===== config.mk =====
export PLATFORM = sky130hd
export DESIGN_NAME = irq_cpu_if
export DESIGN_NICKNAME = d
export VERILOG_FILES = /design/src/rtl/irq_cpu_if.sv
export SDC_FILE = /design/constraint.sdc
export NUM_CORES = 1
export LEC_CHECK = 0
export BUFFER_PORTS_ARGS = -buffer_cell sky130_fd_sc_hd__buf_4
export CAP_MARGIN = 20
export CORE_MARGIN = 8
export CORE_UTILIZATION = 52
export CTS_BUF_LIST = sky130_fd_sc_hd__clkbuf_4 sky130_fd_sc_hd__clkbuf_8
export DETAILED_ROUTE_END_ITERATION = 8
export PLACE_DENSITY_LB_ADDON = 0.2
export SLEW_MARGIN = 20
export SYNTH_ARGS = -nofsm -noshare
export SYNTH_HDL_FRONTEND = slang
export SYNTH_SLANG_ARGS = --single-unit

===== constraint.sdc =====
create_clock -name clk -period 5.4 [get_ports clk]
set_input_delay 0.81 -clock clk [delete_from_list [all_inputs] [get_ports clk]]
set_output_delay 0.81 -clock clk [all_outputs]
set_load 0.005 [all_outputs]

===== src/rtl/irq_cpu_if.sv =====
module irq_cpu_if #(
  parameter int ID_W   = 10,
  parameter int DEPTH  = 4,
  parameter int ADDR_W = 5,
  parameter int DATA_W = 32
) (
  input  logic              clk,
  input  logic              rst_n,
  input  logic              bus_sel,
  input  logic              bus_wr,
  input  logic [ADDR_W-1:0] bus_addr,
  input  logic [DATA_W-1:0] bus_wdata,
  output logic [DATA_W-1:0] bus_rdata,
  input  logic              pend_valid,
  input  logic [ID_W-1:0]   pend_id,
  input  logic [3:0]        pend_prio,
  output logic              cpu_irq,
  output logic              ack_pulse,
  output logic [ID_W-1:0]   ack_id,
  output logic              eoi_pulse,
  output logic [ID_W-1:0]   eoi_id
);
  localparam int CNT_W = $clog2(DEPTH + 1);
  localparam int IDX_W = (DEPTH > 1) ? $clog2(DEPTH) : 1;
  localparam logic [ID_W-1:0] SPURIOUS = '1;
  localparam logic [ADDR_W-1:0] A_CTRL = ADDR_W'(5'h00);
  localparam logic [ADDR_W-1:0] A_MASK = ADDR_W'(5'h04);
  localparam logic [ADDR_W-1:0] A_BPT  = ADDR_W'(5'h08);
  localparam logic [ADDR_W-1:0] A_ACK  = ADDR_W'(5'h0C);
  localparam logic [ADDR_W-1:0] A_EOI  = ADDR_W'(5'h10);
  localparam logic [ADDR_W-1:0] A_RUN  = ADDR_W'(5'h14);
  localparam logic [ADDR_W-1:0] A_HIGH = ADDR_W'(5'h18);

  logic             en;
  logic [3:0]       pmask;
  logic [2:0]       bpt;
  logic [3:0]       stk [DEPTH];
  logic [CNT_W-1:0] depth;
  logic [3:0]       run_prio;
  logic [2:0]       sh;
  logic             preempt_ok;

  assign run_prio = (depth == '0) ? 4'hF : stk[IDX_W'(depth - 1'b1)];
  assign sh = (bpt >= 3'd4 && bpt <= 3'd6) ? bpt - 3'd3 : 3'd0;
  assign preempt_ok = (depth == '0) ||
                      (bpt != 3'd7 && (pend_prio >> sh) < (run_prio >> sh));
  assign cpu_irq = en && pend_valid && (pend_prio < pmask) &&
                   (depth < CNT_W'(DEPTH)) && preempt_ok;

  wire ack_rd = bus_sel && !bus_wr && bus_addr == A_ACK;
  wire eoi_wr = bus_sel &&  bus_wr && bus_addr == A_EOI;

  always_comb begin
    bus_rdata = '0;
    if (bus_sel && !bus_wr) begin
      case (bus_addr)
        A_CTRL: bus_rdata[0]   = en;
        A_MASK: bus_rdata[7:4] = pmask;
        A_BPT:  bus_rdata[2:0] = bpt;
        A_ACK:  bus_rdata[ID_W-1:0] = cpu_irq ? pend_id : SPURIOUS;
        A_RUN:  bus_rdata[7:4] = run_prio;
        A_HIGH: bus_rdata[ID_W-1:0] = pend_valid ? pend_id : SPURIOUS;
        default: bus_rdata = '0;
      endcase
    end
  end

  always_ff @(posedge clk) begin
    if (!rst_n) begin
      en        <= 1'b0;
      pmask     <= 4'h0;
      bpt       <= 3'd3;
      depth     <= '0;
      ack_pulse <= 1'b0;
      ack_id    <= '0;
      eoi_pulse <= 1'b0;
      eoi_id    <= '0;
      for (int i = 0; i < DEPTH; i++) stk[i] <= 4'hF;
    end else begin
      ack_pulse <= ack_rd && cpu_irq;
      eoi_pulse <= eoi_wr;
      if (ack_rd && cpu_irq) begin
        ack_id <= pend_id;
        stk[IDX_W'(depth)] <= pend_prio;
        depth <= depth + 1'b1;
      end
      if (eoi_wr) begin
        eoi_id <= bus_wdata[ID_W-1:0];
        if (depth != '0) depth <= depth - 1'b1;
      end
      if (bus_sel && bus_wr) begin
        case (bus_addr)
          A_CTRL: en    <= bus_wdata[0];
          A_MASK: pmask <= bus_wdata[7:4];
          A_BPT:  bpt   <= bus_wdata[2:0];
          default: ;
        endcase
      end
    end
  end
endmodule


==> flow_summary_export.csv <==
group,metric,value,unit
final_layout,areaGrowthSynthToFinish,17.95,%
synthesis,synth_cell_types,57,
floorplan,row_count,28,
floorplan,chipWidth,93.23,um
run,drv_cap,0,
floorplan,die_area,8692,sq um
synthesis,synthesis.area_per_instance,8.429,sq um
global_route,track_usage,19.21,%
cts,clkLatencyLatePin,300,ps
cts,cts_tree,"done",
cts,tritoncts_buffer_count,5,
timing,period_minus_slack,4961,ps
timing,timing.final.max_slew_violations,0,
synthesis,ys_async_sr_fraction,0,%
final_layout,num_antenna_cells,0,
routing,detail_route.iter0.violations,202,
timing,slew_headroom,45.31,%
cts,cts-root-to-sink-buffers,2,
power_and_ir_drop,p_leak,1.371,nW
placement,globalplace.congestion,0.8803,
global_route,first_pass_grt_wire_length,13.59,mm
floorplan,die_height,93.23,um
worst_setup_path,r2r_slack,980,ps
routing,post-route-drc-count,0,
hold_path,hold_end,"eoi_id[7]$_SDFFE_PN0P_",
synthesis,synthesis.area,3102,sq um
worst_setup_path,worstSetupStartpointType,"register",
cts,htreeDepth,2,
power_and_ir_drop,total_power,0.6941,mW
synthesis,synth-seq-area-share,36.79,%
timing,setup-violations-final,0,
timing,worstMarginPinSlew,808.9,ps
power_and_ir_drop,vdd_ir_drop_max,0.1483,mV
final_layout,final_net_count,494,
cts,clk_pin_slew,90,ps
final_layout,fill_cells,537,
placement,port-buffer-count,66,
synthesis,ys.warnings.count,0,
routing,routedWlPerCell,17.14,um
synthesis,synth_largest_area_cell,"sky130_fd_sc_hd__dfxtp_1",
timing,portion_of_the_clock_cycle_consumed_by_the_worst_path_in_the_final_layout,91.87,%
timing,fin_setup_tns,0,ps
floorplan,ports,111,
status,status,"finished clean",
timing,fin_worst_skew,7.791,ps
synthesis,synth.top_cell.area_share,21.30,%
synthesis,synth.ff_latch_count,49,
routing,route.antenna.remaining_nets,0,
floorplan,core_area,5851,sq um
worst_setup_path,timing_worst_setup_path_type,"reg2out",
routing,drt-total-wl,8.602,mm
global_route,number_of_global_route_vias_before_repair,2721,
global_route,antenna_found_initial,0,
timing,clock.fmax,0.2016,GHz
cts,tritoncts_num_sinks,49,
placement,final_hpwl_dp,6.548,mm
routing,vias_per_cell,5.691,
worst_setup_path,critical_path_peak_fanout,7,
worst_setup_path,worstSetupEndpointType,"output pin",
synthesis,synth_enable_flop_cells,16,
routing,dr.pass1.iters,5,
worst_setup_path,critPathArrivalTime,4150,ps
synthesis,synth_flop_cell,"sky130_fd_sc_hd__dfxtp_1",
hold_path,hold_path_startpoint,"eoi_id[7]$_SDFFE_PN0P_",
timing,finalHoldViolCount,0,
synthesis,netlist_top_cells_count,"40 x sky130_fd_sc_hd__nand2_1, 38 x sky130_fd_sc_hd__nor2_1, 34 x sky130_fd_sc_hd__a21oi_1",
synthesis,synth_top_cells_by_area,"sky130_fd_sc_hd__dfxtp_1 21%, sky130_fd_sc_hd__edfxtp_1 15%, sky130_fd_sc_hd__buf_4 5.6%, sky130_fd_sc_hd__a21oi_1 5.5%, sky130_fd_sc_hd__ha_1 4.8%",
hold_path,holdPathStages,2,
cts,clk_root_buffer_cell,"sky130_fd_sc_hd__clkbuf_8",
final_layout,drive_above_1_share,21.78,%
worst_setup_path,crit-reg2reg-launch,"depth[1]$_SDFF_PN0_",
worst_setup_path,r2r-end,"stk[3][2]$_DFFE_PP_",
routing,dr_vias,2857,
timing,grt_setup_unrepaired,"false",
synthesis,syn-instance-count,368,
cts,postCtsHoldBufs,0,
hold_path,hold_class,"reg2reg",
power_and_ir_drop,power.density_cell_area,189.7,nW/um^2
cts,ctsResizeCount,0,
cts,postCtsSetupBuffers,0,
worst_setup_path,path_depth_of_the_worst_reg2reg_path,12,
global_route,gr-total-overflow,0,
worst_setup_path,worstPathRequired,4590,ps
synthesis,yosys.cell_count.top_type,"sky130_fd_sc_hd__nand2_1",
floorplan,floorplan.initialDensity,53.02,%
global_route,pin_count_of_the_biggest_net_entering_global_routing,32,
worst max-delay path, cell delays in order (launching register included):
cell and delay (ps):
sky130_fd_sc_hd__dfxtp_1 460, sky130_fd_sc_hd__inv_1 160, sky130_fd_sc_hd__ha_1 450, sky130_fd_sc_hd__mux4_2 370
sky130_fd_sc_hd__or2_2 320, sky130_fd_sc_hd__nand3_1 90, sky130_fd_sc_hd__ha_1 250, sky130_fd_sc_hd__a2111oi_0 440
sky130_fd_sc_hd__nand4_1 200, sky130_fd_sc_hd__a21oi_1 170, sky130_fd_sc_hd__nand4_1 250, sky130_fd_sc_hd__and2_1 260
sky130_fd_sc_hd__o31a_1 280, sky130_fd_sc_hd__buf_4 140
per-layer routing:
| metal | vias to the layer above | GRT usage [%] | wire length (um) |
|---|---|---|---|
| met2 | 120 | 32.73 | 4286 |
| met4 | 0 | 7.919 | 184 |
| met5 | - | 0 | 0 |
| li1 | 1413 | - | - |
| met1 | 1305 | 22.37 | 3470 |
| met3 | 19 | 4.888 | 661 |
report_power, final:
part / total, mW / internal, mW / switching (mW)
Combinational: 0.0694 / 0.0284 / 0.0410
Sequential: 0.380 / 0.380 / 0.000517
Clock: 0.245 / 0.119 / 0.126
layout by cell type, fill, tap and decap left out, drive strengths merged, types with 2 or more instances in the layout:
master  instances
mux2            2
a31oi           3
nor2b           6
or4            10
a22o            3
or3             4
conb           22
nor3            3
nor2           40
nand2b          5
nand3b          4
a211o           2
and3            2
and4            2
nand4           7
nand3          15
a211oi          5
o21ai          28
a21oi          34
or2             2
dfxtp          33
clkbuf          7
edfxtp         16
a311oi          2
inv            13
buf            70
mux4            4
mux2i           9
ha             12
nand2          40
o211ai          4
nand4b          2
logic make-up (layout without fill, tap and decap cells):
family / after synthesis / after routing / share of synthesized area [%]
DFF: 49 / 49 / 36.79
buffers and inverters: 52 / 90 / 9.399
and+or+nand+nor: 146 / 146 / 23.84
other: 1 / 22 / 0.1209
adders and majority gates: 12 / 12 / 4.841
AOI/OAI and AO/OA: 93 / 93 / 18.35
muxes: 15 / 15 / 6.656
final cells by class:
| class | instances | area (sq um) | area share [%] |
|---|---|---|---|
| multi-input cells | 288 | 1748 | 47.78 |
| flip-flops and latches | 49 | 1141 | 31.19 |
| repair buffers | 70 | 525.5 | 14.36 |
| clock buffers | 7 | 96.34 | 2.633 |
| well taps | 75 | 93.84 | 2.565 |
| inverters | 12 | 45.04 | 1.231 |
| clock inverters | 1 | 8.758 | 0.2394 |
state kept, by name (all words and copies together), names as in the netlist:
name and count:
eoi_pulse 1, pmask 4, depth 3, ack_pulse 1, eoi_id 10, stk 16, bpt 3, en 1
ack_id 10
metrics by stage:
step	area, sq um	instances	util [%]	setup slack (ps)	hold slack [ps]
finish	3659	502	62.53	439.1	458.6
detailed placement	3553	494	60.74	832.7	447.6
global route	3659	502	62.53	159.0	478.3
CTS	3659	502	62.53	481.1	461.0
floorplan	3181	389	-	1190	452.7
global placement	3553	494	60.74	856.8	443.2
how the worst max path moves through the flow:
stage	depth (start not counted)	slack [ps]	end	startpoint
after floorplan	14	1190	bus_rdata[0]	depth[0]$_SDFF_PN0_
after global placement	13	860	bus_rdata[0]	depth[1]$_SDFF_PN0_
after detailed placement	13	830	bus_rdata[0]	depth[1]$_SDFF_PN0_
after CTS	13	480	bus_rdata[0]	depth[1]$_SDFF_PN0_
after global routing	13	160	bus_rdata[0]	depth[1]$_SDFF_PN0_
final	13	440	bus_rdata[0]	depth[1]$_SDFF_PN0_
No activity file was read; power rests on OpenSTA's default activity.
